## config.mk

```make
export PLATFORM = sky130hd
export DESIGN_NAME = sum_addr_decoder
export DESIGN_NICKNAME = d
export VERILOG_FILES = /design/src/rtl/sad_pkg.sv /design/src/rtl/sad_pair_terms.sv /design/src/rtl/sad_line_cmp.sv /design/src/rtl/sad_wl_stage.sv /design/src/rtl/sum_addr_decoder.sv
export SDC_FILE = /design/constraint.sdc
export NUM_CORES = 1
export LEC_CHECK = 0
export ABC_AREA = 0
export BUFFER_PORTS_ARGS = -buffer_cell sky130_fd_sc_hd__buf_2
export CELL_PAD_IN_SITES_DETAIL_PLACEMENT = 1
export CELL_PAD_IN_SITES_GLOBAL_PLACEMENT = 2
export CORE_MARGIN = 3
export CORE_UTILIZATION = 30
export CTS_BUF_LIST = sky130_fd_sc_hd__clkbuf_4 sky130_fd_sc_hd__clkbuf_8 sky130_fd_sc_hd__clkbuf_16
export DETAILED_ROUTE_END_ITERATION = 8
export GPL_TIMING_DRIVEN = 1
export PLACE_DENSITY_LB_ADDON = 0.1
export SLEW_MARGIN = 15
export SYNTH_ARGS = -nofsm -noshare
export SYNTH_HDL_FRONTEND = slang
export SYNTH_HIERARCHICAL = 1
export SYNTH_SLANG_ARGS = --single-unit
```

## constraint.sdc

```tcl
create_clock -name clk -period 0.8 [get_ports clk]
set_input_delay 0.04 -clock clk [delete_from_list [all_inputs] [get_ports clk]]
set_output_delay 0.04 -clock clk [all_outputs]
set_load 0.05 [all_outputs]
```

## src/rtl/sad_pkg.sv

```systemverilog
package sad_pkg;

  // Carry a bit must receive for its sum bit to equal k.
  function automatic logic need_cin(input logic prop, input logic k);
    return prop ^ k;
  endfunction

  // Carry a bit emits once it receives the carry it needs.
  function automatic logic make_cout(input logic prop, input logic gen, input logic k);
    return gen | (prop & ~k);
  endfunction

endpackage

```

## src/rtl/sad_pair_terms.sv

```systemverilog
module sad_pair_terms #(
  parameter int ADDR_W = 4
) (
  input  logic [ADDR_W-1:0] base,
  input  logic [ADDR_W-1:0] offset,
  output logic [ADDR_W-1:0] prop,
  output logic [ADDR_W-1:0] gen
);

  always_comb begin
    prop = base ^ offset;
    gen  = base & offset;
  end

endmodule

```

## src/rtl/sad_line_cmp.sv

```systemverilog
module sad_line_cmp
  import sad_pkg::*;
#(
  parameter int ADDR_W   = 4,
  parameter int LINE_IDX = 0
) (
  input  logic [ADDR_W-1:0] prop,
  input  logic [ADDR_W-1:0] gen,
  output logic              hit
);

  localparam logic [ADDR_W-1:0] KIDX = LINE_IDX[ADDR_W-1:0];

  logic [ADDR_W-1:0] cin_need;
  logic [ADDR_W-2:0] cout_made;

  always_comb begin
    for (int i = 0; i < ADDR_W; i++) begin
      cin_need[i] = need_cin(prop[i], KIDX[i]);
    end
    for (int i = 0; i < ADDR_W - 1; i++) begin
      cout_made[i] = make_cout(prop[i], gen[i], KIDX[i]);
    end
  end

  always_comb begin
    hit = ~cin_need[0];
    for (int i = 1; i < ADDR_W; i++) begin
      hit = hit & ~(cout_made[i-1] ^ cin_need[i]);
    end
  end

endmodule

```

## src/rtl/sad_wl_stage.sv

```systemverilog
module sad_wl_stage #(
  parameter int LINES   = 16,
  parameter bit REG_OUT = 1'b1
) (
  input  logic             clk,
  input  logic             rst_n,
  input  logic             enable,
  input  logic [LINES-1:0] hits,
  output logic [LINES-1:0] word_line
);

  logic [LINES-1:0] wl_next;

  always_comb begin
    wl_next = enable ? hits : '0;
  end

  generate
    if (REG_OUT) begin : g_reg
      logic [LINES-1:0] wl_q;
      always_ff @(posedge clk or negedge rst_n) begin
        if (!rst_n) begin
          wl_q <= '0;
        end else begin
          wl_q <= wl_next;
        end
      end
      assign word_line = wl_q;
    end else begin : g_comb
      assign word_line = wl_next;
    end
  endgenerate

endmodule

```

## src/rtl/sum_addr_decoder.sv

```systemverilog
module sum_addr_decoder #(
  parameter int ADDR_W  = 4,
  parameter bit REG_OUT = 1'b1
) (
  input  logic                 clk,
  input  logic                 rst_n,
  input  logic                 enable,
  input  logic [ADDR_W-1:0]    base,
  input  logic [ADDR_W-1:0]    offset,
  output logic [2**ADDR_W-1:0] word_line
);

  localparam int LINES = 2 ** ADDR_W;

  logic [ADDR_W-1:0] prop;
  logic [ADDR_W-1:0] gen;
  logic [LINES-1:0]  hits;

  sad_pair_terms #(.ADDR_W(ADDR_W)) u_terms (
    .base   (base),
    .offset (offset),
    .prop   (prop),
    .gen    (gen)
  );

  generate
    for (genvar l = 0; l < LINES; l++) begin : g_line
      sad_line_cmp #(.ADDR_W(ADDR_W), .LINE_IDX(l)) u_cmp (
        .prop (prop),
        .gen  (gen),
        .hit  (hits[l])
      );
    end
  endgenerate

  sad_wl_stage #(.LINES(LINES), .REG_OUT(REG_OUT)) u_stage (
    .clk       (clk),
    .rst_n     (rst_n),
    .enable    (enable),
    .hits      (hits),
    .word_line (word_line)
  );

endmodule

```

# ---- Word-level counts from Yosys, hierarchy flattened
# Index checks and enable logic that the tools add are counted.
# W data, S select, Z words.
dict set report word_totals {
  ff_bits 16
}
dict set report classes {
  n_bitwise 61
  mux 1
}
# op n
set op_table {}
lappend op_table {{$and A1 B1 Y1} 28}
lappend op_table {{$mux W16} 1}
lappend op_table {{$not A1 Y1} 16}
lappend op_table {{$xor A1 B1 Y1} 12}
lappend op_table {{$xor A4 B4 Y4} 1}
lappend op_table {{$and A3 B3 Y3} 1}
lappend op_table {{$or A1 B1 Y1} 3}

# ---- Depth between registers and ports, before layout
# Gate-level depths: netlist (run 1).
dict set report logic_depth {
  depth_word 8
  depth_mapped 5
  mapped_depth_nobuf 5
}

# ---- By module
# The synthesis (run 1) kept the hierarchy.
# mod cells_each area_per_inst_um2 n_inst seq_area_each_um2
set by_module_without_submodules {}
lappend by_module_without_submodules {sad_wl_stage 33 526.8 1 400.4}
lappend by_module_without_submodules {{sad_line_cmp (g_line[10].u_cmp ...)} 6 43.8 3 0.0}
lappend by_module_without_submodules {{sad_line_cmp (g_line[11].u_cmp ...)} 5 38.8 3 0.0}
lappend by_module_without_submodules {{sad_line_cmp (g_line[14].u_cmp ...)} 4 38.8 2 0.0}
lappend by_module_without_submodules {{sad_line_cmp (g_line[15].u_cmp ...)} 4 35.0 2 0.0}
lappend by_module_without_submodules {sad_pair_terms 4 50.0 1 0.0}
lappend by_module_without_submodules {{sad_line_cmp (g_line[8].u_cmp)} 6 48.8 1 0.0}
lappend by_module_without_submodules {{sad_line_cmp (g_line[0].u_cmp)} 6 45.0 1 0.0}
lappend by_module_without_submodules {{sad_line_cmp (g_line[9].u_cmp)} 7 45.0 1 0.0}
lappend by_module_without_submodules {{sad_line_cmp (g_line[2].u_cmp)} 5 41.3 1 0.0}
lappend by_module_without_submodules {{sad_line_cmp (g_line[1].u_cmp)} 6 40.0 1 0.0}
lappend by_module_without_submodules {{sad_line_cmp (g_line[3].u_cmp)} 5 36.3 1 0.0}

# ---- Worst setup path after synthesis (run 1)
# OpenSTA, ideal clock, no wires.
dict set report synth_timing {
  kind {input to register}
  start {in offset[3]}
  end {reg u_stage.g_reg.wl_q[8] (netlist: u_stage/word_line[8])}
  t_required_ns 0.734
  cell_stages 5
  slack_ns -0.917
  t_arrival_ns 1.651
  setup_ns 0.066
  path_buffers 0
  cell_sequence {ha_1 -> xnor2_1 -> or4_1 -> a211oi_2 -> and2_1}
}
dict set report synth_between {
  elab_chain_len 6
}
# element line_no
set synth_lines {}
lappend synth_lines {{start: declaration} sum_addr_decoder.sv:9} ;# input logic [ADDR_W-1:0] offset,
lappend synth_lines {{$xor A4 B4 Y4} sad_pair_terms.sv:11} ;# prop = base ^ offset;
lappend synth_lines {{$not A1 Y1 (no source line)} n/a}
lappend synth_lines {{$xor A1 B1 Y1} sad_line_cmp.sv:29} ;# hit = hit & ~(cout_made[i-1] ^ cin_need[i]);
lappend synth_lines {{$not A1 Y1} sad_line_cmp.sv:29}
lappend synth_lines {{$and A1 B1 Y1} sad_line_cmp.sv:29}
lappend synth_lines {{net hits[8]} sum_addr_decoder.sv:17} ;# logic [LINES-1:0] hits;
lappend synth_lines {{$mux W16} sad_wl_stage.sv:15} ;# wl_next = enable ? hits : '0;
lappend synth_lines {{net u_stage.wl_next[8]} sad_wl_stage.sv:12} ;# logic [LINES-1:0] wl_next;
lappend synth_lines {{end signal: assignment} sad_wl_stage.sv:25} ;# wl_q <= wl_next;
lappend synth_lines {{end: declaration} sad_wl_stage.sv:20} ;# logic [LINES-1:0] wl_q;
# The timed path passes the listed nets, and every way through them passes these cells.

# ---- Final worst setup path (run 1)
dict set report layout_timing {
  start {in offset[3]}
  end {reg u_stage.g_reg.wl_q[8] (netlist: u_stage/word_line[8])}
}
dict set report layout_between {
  elab_chain_len 6
}
# element line_no
set layout_lines {}
lappend layout_lines {{$xor A4 B4 Y4} sad_pair_terms.sv:11}
lappend layout_lines {{net prop[3]} sum_addr_decoder.sv:15} ;# logic [ADDR_W-1:0] prop;
lappend layout_lines {{$not A1 Y1 (no source line)} n/a}
lappend layout_lines {{$xor A1 B1 Y1} sad_line_cmp.sv:29}
lappend layout_lines {{$not A1 Y1} sad_line_cmp.sv:29}
lappend layout_lines {{$and A1 B1 Y1} sad_line_cmp.sv:29}
lappend layout_lines {{net hits[8]} sum_addr_decoder.sv:17}
lappend layout_lines {{$mux W16} sad_wl_stage.sv:15}
lappend layout_lines {{net u_stage.wl_next[8]} sad_wl_stage.sv:12}
# The timed path passes the listed nets, and every way through them passes these cells.

==> impl_metrics.py, run 1 <==
metrics = {
    "timing": {
        "drv_slew": 0,
        "period_share_pct": 140.6,
        "relSlewSlack_pct": 77.03,
        "setup_slack_ns": -0.3250,
        "max_clock_freq_mhz": 888.9,
        "hold_violations": 0,
        "setup_viol": 21,
        "rsz0062_at_grt": "true",
        "min_period_ns": 1.125,
        "fin_tns_setup_ns": -4.065,
        "worst-slew-pin-transition_ns": 0.3445,
    },
    "clock_network": {
        "clk_pin_slew_ns": 0.06,
        "cts_tree": "built",
        "cts_buffer_depth": 2,
        "cts.sinks": 16,
        "cts_made_buffers": 3,
        "ctsHtreeMaxLevel": 1,
        "clockRootBuffer": "clkbuf_8",
    },
    "detailed_routing": {
        "first_pass_iters": 4,
        "via_per_inst": 4.929,
        "vias": 1109,
        "antenna_left": 0,
        "wl_um": 3287,
        "wire_per_inst_um": 14.61,
        "drc": 0,
        "drt_iter0_markers": 30,
    },
    "synth": {
        "yosys-top-cells-area": "dfrtp_1 (33%), xor2_1 (14%), xnor2_1 (12%)",
        "synth_top_cell_area_share_pct": 32.59,
        "syn_inst": 121,
        "synth.distinct_cells": 23,
        "synthesis.nets": 136,
        "yosys.area.top_type": "dfrtp_1",
        "ys_seq_area_share_pct": 32.59,
        "synth.avg_cell_area_um2": 10.15,
        "syn_area_um2": 1229,
        "ys_ff_latch": 16,
        "synth_warnings": 6,
    },
    "place": {
        "dp_hpwl_um": 2244,
        "placed_cells": 209,
        "port-buffer-count": 26,
        "gp_congestion": 0.7003,
    },
    "finish": {
        "stdcell_count": 225,
        "utilization_pct": 53.20,
        "final_nets": 194,
        "drive_above_1_share_pct": 52.54,
        "num_antenna_cells": 0,
        "syn_to_final_growth_pct": 64.46,
        "largest_reg_flops": 16,
    },
    "setup_path": {
        "end_kind": "flip-flop",
        "critPathLaunchType": "input port",
        "crit_type": "input port to flip-flop",
        "crit_arrival_ns": 1.30,
        "crit_fanout": 4,
        "cp_data_required_time_ns": 0.98,
    },
    "die": {
        "die_x_um": 70.00,
        "chipHeight_um": 70.00,
        "initial_core_util_pct": 32.35,
        "core.rowCount": 22,
        "dieArea_um2": 4899,
        "core_um2": 3799,
        "io_pins": 27,
    },
    "power": {
        "vdd_drop_max_v": 0.0006305,
        "p_leak_nw": 0.9160,
        "power.density_nw_per_um2": 1359,
        "fin_total_pwr_mw": 2.747,
    },
    "min_path": {
        "min_to": "u_stage/word_line[11]$_DFF_PN0_",
        "hold_class": "input port to flip-flop",
        "holdPathStages": 2,
        "hold_start": "enable",
    },
    "run_status": {
        "status": "complete, but fails checks",
        "violations": "setup timing",
    },
    "global_route": {
        "antenna_found_initial": 0,
        "grt_pass1_wl_um": 5271,
        "grt_max_degree": 23,
        "gr-total-overflow": 0,
        "grt_usage_pct": 12.99,
        "grt_pass1_vias": 1084,
    },
    "flow_run": {
        "cap_viol_max_count": 0,
    },
}
==> worst max path at each step <==
stage	start	to	slack (ns)	cells past startpoint
after floorplan	base[3]	u_stage/word_line[8]$_DFF_PN0_	-0.53	5
after CTS	offset[3]	u_stage/word_line[9]$_DFF_PN0_	-0.34	6
final	offset[3]	u_stage/word_line[8]$_DFF_PN0_	-0.32	6
after global routing	offset[3]	u_stage/word_line[8]$_DFF_PN0_	-0.39	6
after global placement	offset[3]	u_stage/word_line[8]$_DFF_PN0_	-0.56	6
after detailed placement	offset[3]	u_stage/word_line[8]$_DFF_PN0_	-0.62	6
==> power breakdown <==
part	total [mW]	switching (mW)	internal (mW)
logic	1.34	0.654	0.685
clock network	0.554	0.223	0.331
registers	0.853	0.0142	0.839
==> critical path: stages <==
cell	delay [ns]
buf_6	0.10
ha_4	0.26
xnor2_1	0.12
or4_1	0.42
a211oi_2	0.20
and2_1	0.16
==> synth_stat cells <==
master,instances
nand3b_1,3
dfrtp_1,16
nor2_1,5
o31a_1,2
nand3_1,4
and4_1,2
or4_1,2
xor2_1,19
o31ai_1,5
a21oi_1,1
a211oi_2,1
ha_1,4
xnor2_1,17
nor3_2,5
buf_6,1
inv_1,2
o211ai_1,2
a2bb2oi_1,3
and3_1,5
and2_1,4
nand2_1,4
nor4_2,2
and2_2,12
==> area by class of cell <==
cell class / count / area, µm²
inverters: 2 / 7.507
fillers: 414 / 1778
clock buffers: 3 / 41.29
repair buffers: 54 / 560.5
multi-input cells: 102 / 950.9
well taps: 48 / 60.06
flip-flops and latches: 16 / 400.4
==> per-stage QoR <==
stage	area (µm²)	setup slack, ns	hold slack [ns]
6_report	2021	-0.3250	0.1803
5_1_grt	2021	-0.3890	0.1840
4_1_cts	1912	-0.3361	0.1824
3_5_place_dp	1615	-0.6214	-0.03622
3_3_place_gp	1615	-0.5619	-0.04177
2_1_floorplan	1299	-0.5327	-0.2556
==> cells by family after synthesis <==
| family | synth area share (%) |
|---|---|
| simple gates | 26.88 |
| xor+xnor | 25.66 |
| flops | 32.59 |
| compound gates | 9.267 |
| fa+ha+maj | 4.073 |
| buf+inv | 1.528 |
==> what timing repair did <==
| item | in CTS | in global routing |
|---|---|---|
| hold buffers | 1 | 0 |
| gates cloned | 0 | 1 |
| endpoints found under the hold margin | 16 | 0 |
| gates resized for setup | 47 | 11 |
| setup buffers | 7 | 4 |
| pin swaps | 6 | 9 |
| setup endpoints to repair | 32 | 32 |
==> cell usage in the layout (no fill, tap or decap), drive strengths merged, types with 3 or more instances in the layout <==
| master | n |
|---|---|
| dfrtp | 16 |
| nand2 | 4 |
| xnor2 | 17 |
| nand3b | 3 |
| buf | 52 |
| xor2 | 19 |
| nand3 | 4 |
| and2 | 16 |
| o31ai | 5 |
| nor3 | 5 |
| ha | 4 |
| and3 | 5 |
| a2bb2oi | 3 |
| clkbuf | 4 |
| nor2 | 5 |
==> per-layer routing <==
layer  GRT usage [%]  wire length [µm]  up-vias
li1                -                 -      532
met1           18.25              1512      551
met2           20.88              1653       24
met3           1.871               103        2
met4           3.191                17        0
met5               0                 0        -
(Power assumes the default switching activity.)
==> run 2: changes to the inputs <==
==> constraint.sdc (replaced) <==
create_clock -name clk -period 1.2 [get_ports clk]
set_input_delay 0.06 -clock clk [delete_from_list [all_inputs] [get_ports clk]]
set_output_delay 0.06 -clock clk [all_outputs]
set_load 0.05 [all_outputs]
==> run 2 against run 1 <==
  * The run now ends clean
  * Routed wire length decreased by 18%
  * Non-clock buffer count shrank 10
  * Worst hold slack got worse by 0.0072 ns
  * Critical endpoint unchanged
  * Sequential share of layout area up 3.9 points
  * Cell count down 4.4%
  * Count of clock-buffer cells in the layout unchanged
  * Largest cell class unchanged
  * Largest power group unchanged
==> impl_metrics.py, run 2 (synthesis gave the netlist of run 1 again) <==
metrics = {
    "detailed_routing": {
        "antenna_left": 0,
        "drt_iter0_markers": 27,
        "via_per_inst": 4.702,
        "wire_per_inst_um": 12.61,
        "first_pass_iters": 3,
        "wl_um": 2711,
        "vias": 1011,
        "drc": 0,
    },
    "finish": {
        "largest_reg_flops": 16,
        "syn_to_final_growth_pct": 37.58,
        "mostFrequentLayoutCells": "buf_2 (26), xor2_1 (19), xnor2_1 (17), dfrtp_1 (16)",
        "num_antenna_cells": 0,
        "final_common_cell": "buf_2",
        "fillerInstances": 446,
        "stdcell_area_um2": 1690,
        "drive_above_1_share_pct": 43.11,
        "final_nets": 184,
    },
    "clock_network": {
        "postCtsSetupRepairBufs": 0,
        "cts_buffer_depth": 2,
        "cts.sinks": 16,
        "cts_made_buffers": 3,
        "clockRootBuffer": "clkbuf_8",
        "cts_tree": "built",
        "ctsHtreeMaxLevel": 1,
        "clk_pin_slew_ns": 0.05,
    },
    "setup_path": {
        "cp_cell_sequence": "buf_2 -> ha_4 -> xnor2_1 -> or4_1 -> a211oi_2 -> and2_1",
        "end_kind": "flip-flop",
        "crit_fanout": 5,
        "slowest_stage": "or4_1",
        "cp_data_required_time_ns": 1.38,
        "path_buf_inv": 1,
        "crit_arrival_ns": 1.34,
        "critPathMaxStageDelay_ns": 0.43,
        "cpLargestDelayFamily": "simple AND/OR/NAND/NOR gates",
        "crit_type": "input port to flip-flop",
        "critPathLaunchType": "input port",
    },
    "power": {
        "pwr-share-seq_pct": 34.6,
        "power.density_nw_per_um2": 962.6,
        "combPwrFrac_pct": 42.9,
        "vdd_drop_max_v": 0.0002502,
        "p_int_mw": 1.097,
        "p_leak_nw": 0.8030,
        "fin_total_pwr_mw": 1.627,
        "power.share.switching_pct": 32.61,
        "p_switching_uw": 530.5,
        "pwr-share-clk_pct": 22.4,
    },
    "place": {
        "post-place-ws_ns": -0.2119,
        "dp_hpwl_um": 2289,
        "place_area_um2": 1625,
        "gp_congestion": 0.7215,
        "port-buffer-count": 26,
    },
    "timing": {
        "setup_viol": 0,
        "period_share_pct": 96.99,
        "hold_slack_ns": 0.1730,
        "hold_violations": 0,
        "setup_slack_ns": 0.03607,
        "worst-slew-pin-transition_ns": 0.3322,
        "max_clock_freq_mhz": 859.2,
        "rsz0062_at_grt": "true",
        "relSlewSlack_pct": 77.85,
        "drv_slew": 0,
        "min_period_ns": 1.164,
    },
    "die": {
        "io_pins": 27,
        "dieArea_um2": 4899,
        "core.rowCount": 22,
        "die_x_um": 70.00,
        "initial_core_util_pct": 32.35,
        "core_um2": 3799,
        "chipHeight_um": 70.00,
    },
    "min_path": {
        "hold_class": "input port to flip-flop",
    },
    "global_route": {
        "grt_pass1_vias": 1042,
        "grt_max_degree": 18,
        "antenna_found_initial": 0,
        "gr-total-overflow": 0,
        "grt_usage_pct": 12.07,
        "grt_pass1_wl_um": 4892,
    },
    "run_status": {
        "status": "finished, final reports clean",
    },
    "flow_run": {
        "cap_viol_max_count": 0,
    },
}
-- run 2: changes by cell type in the layout (fill, tap and decap cells not counted), sizes merged --
| cell | change |
|---|---|
| clkbuf | -1 |
| buf | -9 |
-- run 2: worst paths after layout --
check                          start                              to  cells after the start
min                           enable  u_stage/word_line[8]$_DFF_PN0_                      2
min in group asynchronous      rst_n  u_stage/word_line[9]$_DFF_PN0_                      2
max                        offset[3]  u_stage/word_line[8]$_DFF_PN0_                      6
max in group asynchronous      rst_n  u_stage/word_line[4]$_DFF_PN0_                      2
-- run 2: per-stage QoR --
stage	instances	setup TNS [ns]	util, %
finish	215	0	44.50
floorplan	121	-0.1977	-
CTS	215	0	44.14
detailed placement	211	-2.276	42.79
global route	215	-0.002972	44.50
global placement	211	-2.000	42.79
-- run 2: routing by layer --
| layer | GRT usage [%] | wire length, µm |
|---|---|---|
| met1 | 16.14 | 1312 |
| met3 | 2.014 | 118 |
| met5 | 0 | 0 |
| met4 | 4.468 | 25 |
| met2 | 19.41 | 1255 |
-- run 2: repair_timing --
item	in CTS	in global routing
setup endpoints to repair	0	4
hold buffers	1	0
hold endpoints to repair	16	0
resized for setup	0	3
-- run 2: power groups by stage --
stage               clock network, mW  registers, mW  logic, mW
detailed placement                  0          0.574      0.697
CTS                             0.376          0.564      0.702
floorplan                           0          0.645      0.405
global placement                    0          0.572      0.681
finish                          0.365          0.564      0.698
global route                    0.398          0.565      0.773
-- run 2: final cells by class --
class	instances	area (µm²)	share of cell area [%]
clock buffer	3	41.29	2.443
multi-input combinational	102	859.6	50.85
timing repair buffer	44	321.6	19.02
sequential	16	400.4	23.69
tap	48	60.06	3.553
inverter	2	7.507	0.4441
==> run 3: changes to the inputs <==
--- a/config.mk
+++ b/config.mk
@@ -10,7 +10,7 @@
 export CELL_PAD_IN_SITES_DETAIL_PLACEMENT = 1
 export CELL_PAD_IN_SITES_GLOBAL_PLACEMENT = 2
 export CORE_MARGIN = 3
-export CORE_UTILIZATION = 30
+export CORE_UTILIZATION = 29
 export CTS_BUF_LIST = sky130_fd_sc_hd__clkbuf_4 sky130_fd_sc_hd__clkbuf_8 sky130_fd_sc_hd__clkbuf_16
 export DETAILED_ROUTE_END_ITERATION = 8
 export GPL_TIMING_DRIVEN = 1
@@ -18,5 +18,4 @@
 export SLEW_MARGIN = 15
 export SYNTH_ARGS = -nofsm -noshare
 export SYNTH_HDL_FRONTEND = slang
-export SYNTH_HIERARCHICAL = 1
 export SYNTH_SLANG_ARGS = --single-unit
==> run 3 against run 2 <==
  * Critical path depth is the same
  * Cell count shrank 39%
  * Cell area shrank 40%
  * Sequential cell count is the same
  * Utilization shrank 4.3 points
  * Synthesized cell count shrank 43%
  * Setup slack gained 0.13 ns
  * Clock power shrank 28%
  * Global-route usage shrank 1.4 points
  * Largest cell class is now sequential cells
  * Largest power group is now registers
==> impl_metrics.py, run 3 <==
metrics = {
    "power": {
        "p_switching_uw": 352.2,
        "p_int_uw": 798.4,
        "pwr-share-clk_pct": 22.9,
        "pwr-share-seq_pct": 49.0,
        "power.density_nw_per_um2": 1135,
        "vdd_drop_max_v": 0.0004815,
        "fin_total_pwr_mw": 1.151,
        "combPwrFrac_pct": 28.1,
        "power.share.switching_pct": 30.61,
        "p_leak_nw": 0.5943,
    },
    "synth": {
        "synth_warnings": 0,
        "synth.distinct_cells": 13,
        "synth_top_cell_area_share_pct": 50.79,
        "synthesis.nets": 86,
        "syn_inst": 69,
        "ys_ff_latch": 16,
        "synth.avg_cell_area_um2": 11.42,
        "yosys-top-cells-area": "dfrtp_1 (51%), ha_1 (9.5%), nor2_1 (7.6%)",
        "synth_flop_cell": "dfrtp_1",
        "synth_edf_count": 0,
        "syn_area_um2": 788.3,
        "ys_seq_area_share_pct": 50.79,
        "yosys.area.top_type": "dfrtp_1",
        "synthTopCellsByCount": "dfrtp_1 (16), nor2_1 (16), ha_1 (6), inv_1 (6)",
        "synthArstFlopShare_pct": 100.0,
    },
    "timing": {
        "hold_slack_ns": 0.09091,
        "fin_tns_setup_ns": 0,
        "worst-slew-pin-transition_ns": 0.3467,
        "drv_slew": 0,
        "hold_violations": 0,
        "rsz0062_at_grt": "false",
        "period_share_pct": 86.26,
        "min_period_ns": 1.035,
        "max_clock_freq_mhz": 966.0,
        "relSlewSlack_pct": 76.89,
        "setup_viol": 0,
    },
    "detailed_routing": {
        "wl_um": 1581,
        "wire_per_inst_um": 11.98,
        "drt_iter0_markers": 6,
        "antenna_left": 0,
        "via_per_inst": 4.417,
        "first_pass_iters": 2,
        "drc": 0,
        "vias": 583,
    },
    "setup_path": {
        "cpLargestDelayFamily": "simple AND/OR/NAND/NOR gates",
        "crit_type": "input port to flip-flop",
        "crit_fanout": 4,
        "critPathLaunchType": "input port",
        "end_kind": "flip-flop",
        "startpoint": "offset[2]",
        "crit_arrival_ns": 1.24,
        "cp_data_required_time_ns": 1.40,
        "path_buf_inv": 2,
        "slowest_stage": "or3_1",
        "cp_cell_sequence": "buf_2 -> inv_1 -> ha_1 -> xor2_1 -> or3_1 -> nor2_1",
        "critPathMaxStageDelay_ns": 0.39,
    },
    "die": {
        "chipHeight_um": 58.14,
        "core_um2": 2522,
        "initial_core_util_pct": 31.25,
        "core.rowCount": 18,
        "io_pins": 27,
        "dieArea_um2": 3380,
        "die_x_um": 58.14,
    },
    "clock_network": {
        "clk_pin_slew_ns": 0.08,
        "clockRootBuffer": "clkbuf_4",
        "ctsHtreeMaxLevel": 1,
        "cts_buffer_depth": 2,
        "postCtsSetupRepairBufs": 0,
        "cts.sinks": 16,
        "cts_made_buffers": 3,
        "cts_tree": "built",
    },
    "global_route": {
        "grt_usage_pct": 10.65,
        "grt_pass1_wl_um": 2622,
        "grt_max_degree": 17,
        "antenna_found_initial": 0,
        "gr-total-overflow": 0,
        "grt_pass1_vias": 620,
    },
    "place": {
        "port-buffer-count": 26,
        "dp_hpwl_um": 1388,
        "placed_cells": 128,
        "gp_congestion": 0.7130,
    },
    "finish": {
        "largest_reg_flops": 16,
        "final_nets": 121,
        "mostFrequentLayoutCells": "buf_2 (26), nor2_1 (16), dfrtp_1 (16), inv_1 (6), ha_1 (6)",
        "num_antenna_cells": 0,
        "drive_above_1_share_pct": 32.35,
        "syn_to_final_growth_pct": 28.57,
        "stdcell_count": 132,
        "utilization_pct": 40.18,
        "final_common_cell": "buf_2",
    },
    "min_path": {
        "hold_start": "enable",
        "hold_class": "input port to flip-flop",
    },
    "run_status": {
        "status": "finished, final reports clean",
    },
    "flow_run": {
        "cap_viol_max_count": 0,
    },
}
## run 3: changes by cell type after synthesis, sizes merged, moves of 11 or more
cell   delta
and2     -16
xor2     -15
xnor2    -13
nor2     +11
## run 3: power by group through the flow
stage	Combinational [mW]	Sequential, mW	Clock, mW
finish	0.323	0.563	0.264
global route	0.357	0.566	0.305
CTS	0.332	0.564	0.286
detailed placement	0.329	0.575	0
global placement	0.324	0.573	0
floorplan	0.154	0.650	0
## run 3: area by class of cell
class                           instances  area (µm²)
Clock buffer                            3       22.52
Fill cell                             310        1509
Timing Repair Buffer                   31       170.2
Sequential cell                        16       400.4
Multi-Input combinational cell         46       360.3
Tap cell                               30       37.54
Inverter                                6       22.52
## run 3: kinds of logic after synthesis
| logic type | share of synthesized area, % |
|---|---|
| xor+xnor | 20.63 |
| fa+ha+maj | 9.524 |
| buf+inv | 3.491 |
| flops | 50.79 |
| simple gates | 15.55 |
## run 3: worst paths after layout
| check | endpoint | slack (ns) | cells past startpoint |
|---|---|---|---|
| max in group asynchronous | u_stage.word_line[8]$_DFF_PN0_ | 0.73 | 2 |
| min | u_stage.word_line[11]$_DFF_PN0_ | 0.09 | 3 |
| min in group asynchronous | u_stage.word_line[7]$_DFF_PN0_ | 0.22 | 2 |
| max | u_stage.word_line[4]$_DFF_PN0_ | 0.16 | 6 |
## run 3: layer usage
layer / wire, µm / up-vias / GRT usage, % / share of wire [%]
met2: 838 / 17 / 19.19 / 53
met4: 22 / 0 / 5.960 / 1.4
met1: 621 / 276 / 11.45 / 39
li1: - / 286 / - / -
met3: 100 / 4 / 2.227 / 6.3
met5: 0 / - / 0 / 0
## run 3: timing repair
action | CTS | global route
resized for setup | 0 | 0
hold endpoints to repair | 16 | 0
hold buffers | 1 | 0
## run 3: metrics by stage
stage	instance area (µm²)	worst slack, ns
after global placement	980.9	-0.1410
after detailed placement	980.9	-0.1500
after global routing	1013	0.08812
after floorplan	788.3	0.06138
final	1013	0.1649
after CTS	1013	0.1470
